**src/rtl/cmt_pkg.sv**
```systemverilog
package cmt_pkg;
  localparam int OFF_W = 4;
  localparam int SEL_W = 2;

  localparam logic [OFF_W-1:0] OFF_CTRL = 4'h0;
  localparam logic [OFF_W-1:0] OFF_MODE = 4'h1;
  localparam logic [OFF_W-1:0] OFF_IOC  = 4'h2;
  localparam logic [OFF_W-1:0] OFF_IEN  = 4'h4;
  localparam logic [OFF_W-1:0] OFF_STAT = 4'h5;
  localparam logic [OFF_W-1:0] OFF_CNT  = 4'h6;
  localparam logic [OFF_W-1:0] OFF_CMP  = 4'h8;

  localparam logic [2:0] CLR_ON_MATCH = 3'b001;

  typedef struct packed {
    logic ctrl;
    logic mode;
    logic ioc;
    logic ien;
    logic stat;
    logic cnt;
    logic cmp;
  } reg_hit_t;

  function automatic reg_hit_t decode_off(logic [OFF_W-1:0] off);
    reg_hit_t h;
    h.ctrl = (off == OFF_CTRL);
    h.mode = (off == OFF_MODE);
    h.ioc  = (off == OFF_IOC);
    h.ien  = (off == OFF_IEN);
    h.stat = (off == OFF_STAT);
    h.cnt  = (off == OFF_CNT);
    h.cmp  = (off == OFF_CMP);
    return h;
  endfunction

  function automatic logic is_byte_reg(logic [OFF_W-1:0] off);
    reg_hit_t h;
    h = decode_off(off);
    return h.ctrl | h.mode | h.ioc | h.ien | h.stat;
  endfunction
endpackage

```
**src/rtl/cmt_prescaler.sv**
```systemverilog
module cmt_prescaler #(
  parameter int SEL_W = 2
) (
  input  logic             clk,
  input  logic             rst,
  input  logic             run_i,
  input  logic [SEL_W-1:0] sel_i,
  output logic             tick_o
);
  // largest division is 4**(2**SEL_W - 1); count width follows
  localparam int PS_W = 2 * ((1 << SEL_W) - 1);

  logic [PS_W-1:0] pc_q;
  logic [PS_W-1:0] lim;

  always_comb begin
    lim = PS_W'((32'd1 << (32'd2 * 32'(sel_i))) - 32'd1);
  end

  assign tick_o = run_i && (pc_q >= lim);

  always_ff @(posedge clk) begin
    if (rst) begin
      pc_q <= '0;
    end else if (!run_i || tick_o) begin
      pc_q <= '0;
    end else begin
      pc_q <= pc_q + 1'b1;
    end
  end


  presc_restart_chk: assert property (@(posedge clk) disable iff (rst)
    !run_i |=> (pc_q == '0) && !(tick_o && sel_i != '0));
endmodule

```
**src/rtl/cmt_channel.sv**
```systemverilog
module cmt_channel
  import cmt_pkg::*;
#(
  parameter int CNT_W = 16
) (
  input  logic             clk,
  input  logic             rst,
  input  logic             run_i,
  input  logic             wr_i,
  input  logic             rd_i,
  input  logic [OFF_W-1:0] off_i,
  input  logic [CNT_W-1:0] wdata_i,
  output logic [CNT_W-1:0] rval_o,
  output logic             irq_o
);
  logic [7:0]       ctrl_q, mode_q, ioc_q, ien_q;
  logic [CNT_W-1:0] cnt_q, cmp_q;
  logic             flag_q, armed_q;
  logic             tick;
  logic             match;
  logic             clr_mode;
  reg_hit_t         hit;
  logic             wr_cnt, wr_stat, rd_stat, ack_ok;

  cmt_prescaler #(.SEL_W(SEL_W)) u_presc (
    .clk    (clk),
    .rst    (rst),
    .run_i  (run_i),
    .sel_i  (ctrl_q[SEL_W-1:0]),
    .tick_o (tick)
  );

  assign hit      = decode_off(off_i);
  assign wr_cnt   = wr_i && hit.cnt;
  assign wr_stat  = wr_i && hit.stat;
  assign rd_stat  = rd_i && hit.stat;
  assign ack_ok   = wr_stat && armed_q && !wdata_i[0];
  assign clr_mode = (ctrl_q[7:5] == CLR_ON_MATCH);
  assign match    = tick && (cnt_q == cmp_q);

  always_ff @(posedge clk) begin
    if (rst) begin
      ctrl_q  <= '0;
      mode_q  <= '0;
      ioc_q   <= '0;
      ien_q   <= '0;
      cnt_q   <= '0;
      cmp_q   <= '0;
      flag_q  <= 1'b0;
      armed_q <= 1'b0;
    end else begin
      if (wr_i && hit.ctrl) ctrl_q <= wdata_i[7:0];
      if (wr_i && hit.mode) mode_q <= wdata_i[7:0];
      if (wr_i && hit.ioc)  ioc_q  <= wdata_i[7:0];
      if (wr_i && hit.ien)  ien_q  <= wdata_i[7:0];
      if (wr_i && hit.cmp)  cmp_q  <= wdata_i;

      if (wr_cnt)
        cnt_q <= wdata_i;
      else if (tick)
        cnt_q <= (match && clr_mode) ? '0 : cnt_q + 1'b1;

      if (match)
        flag_q <= 1'b1;
      else if (ack_ok)
        flag_q <= 1'b0;

      if (wr_stat)
        armed_q <= 1'b0;
      else if (rd_stat && flag_q)
        armed_q <= 1'b1;
    end
  end

  always_comb begin
    rval_o = '0;
    unique case (1'b1)
      hit.ctrl: rval_o = CNT_W'(ctrl_q);
      hit.mode: rval_o = CNT_W'(mode_q);
      hit.ioc:  rval_o = CNT_W'(ioc_q);
      hit.ien:  rval_o = CNT_W'(ien_q);
      hit.stat: rval_o = CNT_W'(flag_q);
      hit.cnt:  rval_o = cnt_q;
      hit.cmp:  rval_o = cmp_q;
      default:  rval_o = '0;
    endcase
  end

  assign irq_o = flag_q & ien_q[0];


  flag_set_chk: assert property (@(posedge clk) disable iff (rst)
    $rose(flag_q) |-> $past(tick));


  hold_chk: assert property (@(posedge clk) disable iff (rst)
    (!run_i && !wr_cnt) |=> $stable(cnt_q));


  clear_chk: assert property (@(posedge clk) disable iff (rst)
    (tick && cnt_q == cmp_q && clr_mode && !wr_cnt) |=> (cnt_q == '0));


  ack_chk: assert property (@(posedge clk) disable iff (rst)
    $fell(flag_q) |-> $past(armed_q) && $past(wr_i));
endmodule

```
**src/rtl/cmt_timer.sv**
```systemverilog
module cmt_timer
  import cmt_pkg::*;
#(
  parameter int NUM_CH = 3,
  parameter int CNT_W  = 16,
  parameter int ADDR_W = 8
) (
  input  logic              clk,
  input  logic              rst,
  input  logic              bus_we,
  input  logic              bus_re,
  input  logic [ADDR_W-1:0] bus_addr,
  input  logic [CNT_W-1:0]  bus_wdata,
  output logic [CNT_W-1:0]  bus_rdata,
  output logic [NUM_CH-1:0] irq
);
  localparam int IDX_W      = ADDR_W - OFF_W;
  localparam int START_ADDR = NUM_CH << OFF_W;

  logic [IDX_W-1:0]  idx;
  logic [OFF_W-1:0]  off;
  logic              start_hit;
  logic [NUM_CH-1:0] run_q;
  logic [CNT_W-1:0]  rdata_q;
  logic [CNT_W-1:0]  rd_mux;
  logic [CNT_W-1:0]  ch_rval [NUM_CH];

  assign idx       = bus_addr[ADDR_W-1:OFF_W];
  assign off       = bus_addr[OFF_W-1:0];
  assign start_hit = (bus_addr == ADDR_W'(START_ADDR));

  for (genvar c = 0; c < NUM_CH; c++) begin : g_ch
    cmt_channel #(.CNT_W(CNT_W)) u_ch (
      .clk     (clk),
      .rst     (rst),
      .run_i   (run_q[c]),
      .wr_i    (bus_we && (idx == IDX_W'(c))),
      .rd_i    (bus_re && (idx == IDX_W'(c))),
      .off_i   (off),
      .wdata_i (bus_wdata),
      .rval_o  (ch_rval[c]),
      .irq_o   (irq[c])
    );
  end

  always_comb begin
    rd_mux = '0;
    if (start_hit) rd_mux = CNT_W'(run_q);
    for (int c = 0; c < NUM_CH; c++) begin
      if (idx == IDX_W'(c)) rd_mux = ch_rval[c];
    end
  end

  always_ff @(posedge clk) begin
    if (rst) begin
      run_q   <= '0;
      rdata_q <= '0;
    end else begin
      if (bus_we && start_hit) run_q <= bus_wdata[NUM_CH-1:0];
      if (bus_re) rdata_q <= rd_mux;
    end
  end

  assign bus_rdata = rdata_q;


  byte_read_chk: assert property (@(posedge clk) disable iff (rst)
    (bus_re && (idx < IDX_W'(NUM_CH)) && is_byte_reg(off)) |=> (bus_rdata[CNT_W-1:8] == '0));
endmodule

```
**config.mk**
```make
export PLATFORM = sky130hd
export DESIGN_NAME = cmt_timer
export DESIGN_NICKNAME = d
export VERILOG_FILES = /design/src/rtl/cmt_pkg.sv /design/src/rtl/cmt_prescaler.sv /design/src/rtl/cmt_channel.sv /design/src/rtl/cmt_timer.sv
export SDC_FILE = /design/constraint.sdc
export NUM_CORES = 1
export LEC_CHECK = 0
export BUFFER_PORTS_ARGS = -buffer_cell sky130_fd_sc_hd__buf_4
export CORE_UTILIZATION = 40
export CTS_CLUSTER_DIAMETER = 60
export CTS_CLUSTER_SIZE = 8
export DETAILED_ROUTE_END_ITERATION = 12
export PLACE_DENSITY = 0.67
export SYNTH_ARGS = -nofsm -noshare
export SYNTH_HDL_FRONTEND = slang
export SYNTH_HIERARCHICAL = 1
export SYNTH_SLANG_ARGS = --single-unit
export TNS_END_PERCENT = 50
```
**constraint.sdc**
```tcl
create_clock -name clk -period 3.9 [get_ports clk]
set_input_delay 0.78 -clock clk [delete_from_list [all_inputs] [get_ports clk]]
set_output_delay 0.78 -clock clk [all_outputs]
set_load 0.02 [all_outputs]
```
Word level (Yosys, flattened, before mapping)
Cells that the tools add are included.
Widths: inputs -> output; s select.
{ "classes": {"n_addsub": 9, "n_lt_le_gt_ge": 3, "eq_ne": 15, "n_shift": 3, "mux": 22, "bitwise_logic": 3, "reduce_logical": 70} }
{ "ops": {"columns": ["cell", "count"], "rows": [
  ["$pmux 16 s7", 3],
  ["$mux 16", 12],
  ["$logic_and 1x1->1", 49],
  ["$add 16x1->16 const B", 3],
  ["$eq 16x16->1", 3],
  ["$add 6x1->6 const B", 3],
  ["$ge 6x6->1", 3],
  ["$shl 1x3->6 const A", 3],
  ["$sub 6x1->6 const B", 3],
  ["$eq 4x3->1 const B", 3],
  ["$reduce_bool 2->1", 6],
  ["$reduce_or 2->1", 6],
  ["$eq 3x1->1 const B", 3],
  ["$eq 4x1->1 const B", 2],
  ["$eq 4x2->1 const B", 2],
  ["$eq 8x6->1 const B", 1],
  ["$logic_not 4->1", 2],
  ["$mux 1", 6],
  ["$eq 4x4->1 const B", 1],
  ["$logic_not 1->1", 4],
  ["$and 1x1->1", 3],
  ["$logic_or 1x1->1", 3],
  ["$mux 3", 1]
]} }
{ "totals": {"regBits": 235, "in_bits": 28, "output_inout_bits": 19, "wordCells": 154} }

Depth between registers and ports, before layout
{ "logic_depth": {"word_depth": 9, "depth_mapped": 12, "mapped_depth_nobuf": 11} }

By module
Netlist, hierarchy kept.
{ "by_module_without_submodules": {"columns": ["module", "instances", "cells_each", "area_each_um2", "seq_area_each_um2"], "rows": [
  ["cmt_channel", 3, 411, 3468.3, 1321.3],
  ["cmt_timer", 1, 143, 1280.0, 380.4],
  ["cmt_prescaler at g_ch[0].u_ch.u_presc ...", 2, 44, 401.6, 120.1],
  ["cmt_prescaler at g_ch[2].u_ch.u_presc", 1, 44, 411.6, 120.1]
]} }

Worst setup path after synthesis
Ideal clock, no wire load.
{ "synth_timing": {"kind": "input to register", "startpoint": "input bus_addr[7]", "endpoint": "register g_ch[0].u_ch.cnt_q[13]", "setup_ns": 0.115, "arrival_time_ns": 2.858, "required_time_ns": 3.785, "setup_slack_ns": 0.927, "path_stages": 11, "n_path_buf": 3, "cell_sequence": "or3_1 > buf_2 > buf_4 > nor3b_1 > buf_2 > nand3b_1 > nor3_2 > o21ai_2 > nor3_1 > xnor2_1 > o21ai_2"} }
{ "synth_via": {"elab_chain_len": 4, "word_cells_on_any_way": 5, "cone_classes": "mux (1); reduce/logical (4)"} }
{ "synth_rtl": {"columns": ["item", "line_no", "text"], "rows": [
  ["from (decl)", "cmt_timer.sv:12", "input logic [ADDR_W-1:0] bus_addr,"],
  ["$logic_not 4->1 (*)", "cmt_timer.sv:37", ".wr_i (bus_we && (idx == IDX_W'(c))),"],
  ["$logic_and 1x1->1 (*)", "cmt_timer.sv:37", null],
  ["$logic_and 1x1->1 (*)", "cmt_channel.sv:34", "assign wr_cnt = wr_i && hit.cnt;"],
  ["$mux 16 / $reduce_bool 2->1 (equally long branches)", null, null],
  ["to (signal assigned)", "cmt_channel.sv:59", "cnt_q <= wdata_i;"],
  ["to (signal assigned)", "cmt_channel.sv:61", "cnt_q <= (match && clr_mode) ? '0 : cnt_q + 1'b1;"],
  ["to (decl)", "cmt_channel.sv:17", "logic [CNT_W-1:0] cnt_q, cmp_q;"]
]} }
Mark *: on every way between the ends. The rest lies on a longest branch, timed or not.
A chain may end at the register's enable or synchronous reset.

Worst setup path after layout
{ "layout_timing": {"startpoint": "register g_ch[1].u_ch.ctrl_q[1]", "endpoint": "register g_ch[1].u_ch.cnt_q[2]"} }
{ "layout_via": {"elab_chain_len": 9, "word_cells_on_any_way": 10, "cone_classes": "add/sub (1); order compare (1); shift (1); mux (3); reduce/logical (4)"} }
{ "layout_rtl": {"columns": ["item", "line_no", "text"], "rows": [
  ["from (decl)", "cmt_channel.sv:16", "logic [7:0] ctrl_q, mode_q, ioc_q, ien_q;"],
  ["from (signal assigned)", "cmt_channel.sv:52", "if (wr_i && hit.ctrl) ctrl_q <= wdata_i[7:0];"],
  ["$shl 1x3->6 (*)", "cmt_prescaler.sv:17", "lim = PS_W'((32'd1 << (32'd2 * 32'(sel_i))) - 32'd1);"],
  ["$sub 6x1->6 (*)", "cmt_prescaler.sv:17", null],
  ["$ge 6x6->1 (*)", "cmt_prescaler.sv:20", "assign tick_o = run_i && (pc_q >= lim);"],
  ["$logic_and 1x1->1 (*)", "cmt_prescaler.sv:20", null],
  ["via g_ch[1].u_ch.tick", "cmt_channel.sv:19", "logic tick;"],
  ["$logic_and 1x1->1", "cmt_channel.sv:39", "assign match = tick && (cnt_q == cmp_q);"],
  ["$logic_and 1x1->1", "cmt_channel.sv:61", null],
  ["$mux 16", "cmt_channel.sv:61", null],
  ["$mux 16", "cmt_channel.sv:60", "else if (tick)"],
  ["$mux 16", "cmt_channel.sv:58", "if (wr_cnt)"],
  ["to (signal assigned)", "cmt_channel.sv:59", null],
  ["to (signal assigned)", "cmt_channel.sv:61", null],
  ["to (decl)", "cmt_channel.sv:17", null]
]} }
Mark *: on every way through the listed nets, which the timed path passes. The rest lies on a longest branch. The select of a mux whose other input is x is not followed.

==> key figures <==
Outcome
  • Status: complete, no violations

Power and ir drop
  • Power Density: 390.3 nW/um^2
  • Static Leakage: 5.352 nW
  • Max VDD drop: 0.2881 mV

CTS
  • Cts repair resizes: 0
  • Clk slew on worst S/H paths: about 0.05 ns
  • CTS H-tree lvls: 2
  • Worst-skew pair later-pin latency: 0.51 ns
  • Hold buffers post-CTS: 0
  • TritonCTS clock tree: yes
  • Clock Sinks: approximately 240
  • Buffer depth of the longest clock path: 3
  • TritonCTS Buffers: 36
  • Total setup buffers inserted after CTS: 0
  • Root Driver: clkbuf_16

Global routing
  • Overall routing resource usage: about a quarter
  • First-pass GRT wire length: between 60 and 70 mm
  • Initial antenna violation count: 0
  • Total grt overflow: 0
  • Largest net degree at the start of global routing: 98
  • Number of global-route vias before repair: roughly 11,000

Setup path
  • Arrival @ worst endpoint: between 3 and 4 ns
  • CP required: 4.25 ns
  • Critical path launch point type: register
  • CP Launch Point: g_ch[1].u_ch/ctrl_q[1]
  • Flop-to-flop setup slack: between 0.8 and 0.9 ns
  • CP Max Fanout: 13
  • Setup CP Type: register to register
  • Start of the worst register-to-register path: g_ch[1].u_ch/ctrl_q[1]
  • CP Capture Type: register

Finish
  • Post-layout util: between 40% and 50%
  • Multi-input logic area: ~7600 um^2
  • Register Area: about 4700 um^2
  • Fillcell total: slightly above 3,000
  • Antenna cells: 0
  • Finished Layout Cells: roughly 1,900
  • NumNets Final: between 1,500 and 2,000
  • Area growth syn-to-layout: 12.39%
  • Layout cells sized above 1: about 15%

Synthesis
  • Top-count cell post-synth: nand2_1
  • Mapped Cells: between 1,500 and 2,000
  • Post-Syn Area: about 13,000 um^2
  • Post-synth EDFFs: 0
  • Top_reg_cell synth: dfxtp_1
  • Share of the synthesized area in the top cell type: between 30 and 40%
  • Seq/Total Area, Yosys: roughly 36%
  • Main combinational cell family by area after synthesis: simple AND/OR/NAND/NOR gates
  • Post-Synth Adder-Cell Area: under 10%
  • Yosys Warn Count: 6
  • Post-synth ARST share: 0%
  • Xor/xnor cell area share of the yosys netlist: under 10%
  • Post-Syn Area per Cell: between 8 and 9 um^2
  • Mapped Nets: 1,560
  • Simple-gate portion of the synthesized area: roughly 25%
  • Post-synth top cells: nand2_1 (243), dfxtp_1 (235), a21oi_1 (125), nor2_1 (122), nand3_1 (89)
  • Leading area contributor after synthesis: dfxtp_1
  • Mux contribution to synthesized area: about 7.2%
  • Synth Area in Compound Gates: 18.35%
  • Largest cells by area after synthesis: dfxtp_1 (36%), nand2_1 (7.1%), mux2i_1 (5.9%)
  • Number of distinct library cells after synthesis: 76
  • Post-synthesis sequential element count: around 240

Floorplan
  • Die area: approximately 33,000 um^2
  • Num rows: 65
  • Initial core utilization: just over 40%
  • # IOs: 47
  • Core area: approximately 32,000 um^2
  • Chip Width: between 150 and 200 um
  • Die height: about 180 um

STA
  • Tmin final: 3.061 ns
  • Max-slew violations: 0
  • Final hold vios: 0
  • Final worst-path cycle share: approximately 80%
  • Final setup TNS: 0 ns
  • Final setup viols: 0
  • Hold_ws: 0.4527 ns
  • Unrepaired setup endpoints after global routing: no
  • Slew headroom: between 30% and 40%
  • Max Clock Skew: 0.01867 ns
  • Max Clk Rate: around 0.33 GHz
  • Slew @ Worst Pin: 0.9888 ns

Route
  • DRT Wirelength: 38.39 mm
  • Vias per inst: between 5 and 6
  • Post-DRT Antenna Nets: 0
  • Pre-antenna DRT Iters: 7
  • Initial DRC count: between 1,000 and 1,500
  • Via count: around 11,000
  • Drt drc: 0
  • WL per Instance: between 15 and 20 um

Place
  • Cell Count Post-Placement: ~1,900
  • Hpwl dp: about 25 mm
  • Port-buffer cells: 46
  • Final Wtd Congestion: ~0.93

Flow run
  • Max-cap violations: 0

Hold path
  • Hold crit path type: register to register
  • Min-delay src: g_ch[1].u_ch/ioc_q[4]
[worst paths after layout]
check,to,cells past startpoint
worst max-delay path,g_ch[1].u_ch/cnt_q[2],11
worst min-delay path,g_ch[1].u_ch/ioc_q[4],2
worst max register to register,g_ch[1].u_ch/cnt_q[2],11
worst min register to register,g_ch[1].u_ch/ioc_q[4],2
[layout make-up]
type / instances / area share, %
clock inverter: 4 / 0.5610
timing repair buffer: 69 / 3.685
sequential: 235 / 32.45
clock buffer: 39 / 6.654
multi-input combinational: 1144 / 52.30
tap: 402 / 3.469
inverter: 34 / 0.8803
[where the power goes]
group	total (mW)	internal (mW)	switching, mW
Clock	2.92	1.86	1.06
Sequential	2.43	2.42	0.00933
Combinational	0.312	0.0873	0.225
[through the flow]
stage	power (mW)	instance area (um^2)	worst slack (ns)
2_1_floorplan	2.641	12900	0.9268
3_3_place_gp	2.778	13450	0.7938
3_5_place_dp	2.782	13450	0.7881
4_1_cts	5.716	14500	0.8667
5_1_grt	5.832	14500	0.5845
6_report	5.658	14500	0.8392
[worst max-delay path, cell delays in order (launching register included)]
cell and delay [ns]:
dfxtp_1 0.35, or2_2 0.31, ha_1 0.28, nand2b_4 0.11
a21oi_2 0.06, o21ai_0 0.15, and2_1 0.36, inv_1 0.29
a2111oi_4 0.42, nand3_2 0.17, nand2_4 0.26, o32ai_1 0.12
[registers in the layout (all words and copies together), names as in the netlist]
register and count:
g_ch.u_ch/u_presc/pc_q 18, g_ch.u_ch/cmp_q 48, run_q 3, g_ch.u_ch/ien_q 24
g_ch.u_ch/ctrl_q 24, g_ch.u_ch/armed_q 3, bus_rdata 16, g_ch.u_ch/flag_q 3
g_ch.u_ch/mode_q 24, g_ch.u_ch/ioc_q 24, g_ch.u_ch/cnt_q 48
[kinds of logic (layout without fill, tap and decap cells)]
| logic type | after synthesis | in the layout |
|---|---|---|
| AO/OA/AOI/OAI | 317 | 317 |
| XOR/XNOR | 93 | 93 |
| adder cells (fa/ha/maj) | 24 | 24 |
| buffers and inverters | 129 | 146 |
| flip-flops | 235 | 235 |
| multiplexers | 91 | 91 |
| AND/OR/NAND/NOR | 619 | 619 |
[cell usage in the layout (no fill, tap or decap), types with 4 or more instances in the layout]
master and n:
a21oi_1 125, a21oi_2 6, a221oi_1 6, a22o_1 24
a22oi_1 33, a31oi_1 6, and2_1 7, and2b_1 5
and3_1 24, and4bb_2 6, buf_4 67, clkbuf_16 38
dfxtp_1 235, ha_1 24, inv_1 34, mux2_2 15
mux2i_1 76, nand2_1 243, nand2b_1 9, nand3_1 89
nand3_2 5, nand3b_1 7, nand4_1 12, nand4b_1 6
nor2_1 122, nor2b_1 10, nor3_1 17, nor3_2 6
nor3b_1 4, nor3b_2 4, o211a_1 13, o211ai_2 12
o21ai_0 6, o21ai_2 30, o31ai_1 6, o32ai_1 12
or2_2 4, or3_1 4, xnor2_1 65, xor2_1 28
[routing by layer]
layer | share of wire, % | GRT usage [%]
met1 | 43 | 31.48
met5 | 0 | 0
met3 | 7.0 | 3.349
met2 | 46 | 37.43
met4 | 3.5 | 9.288
Note: power is estimated with default switching activity, not from simulation.
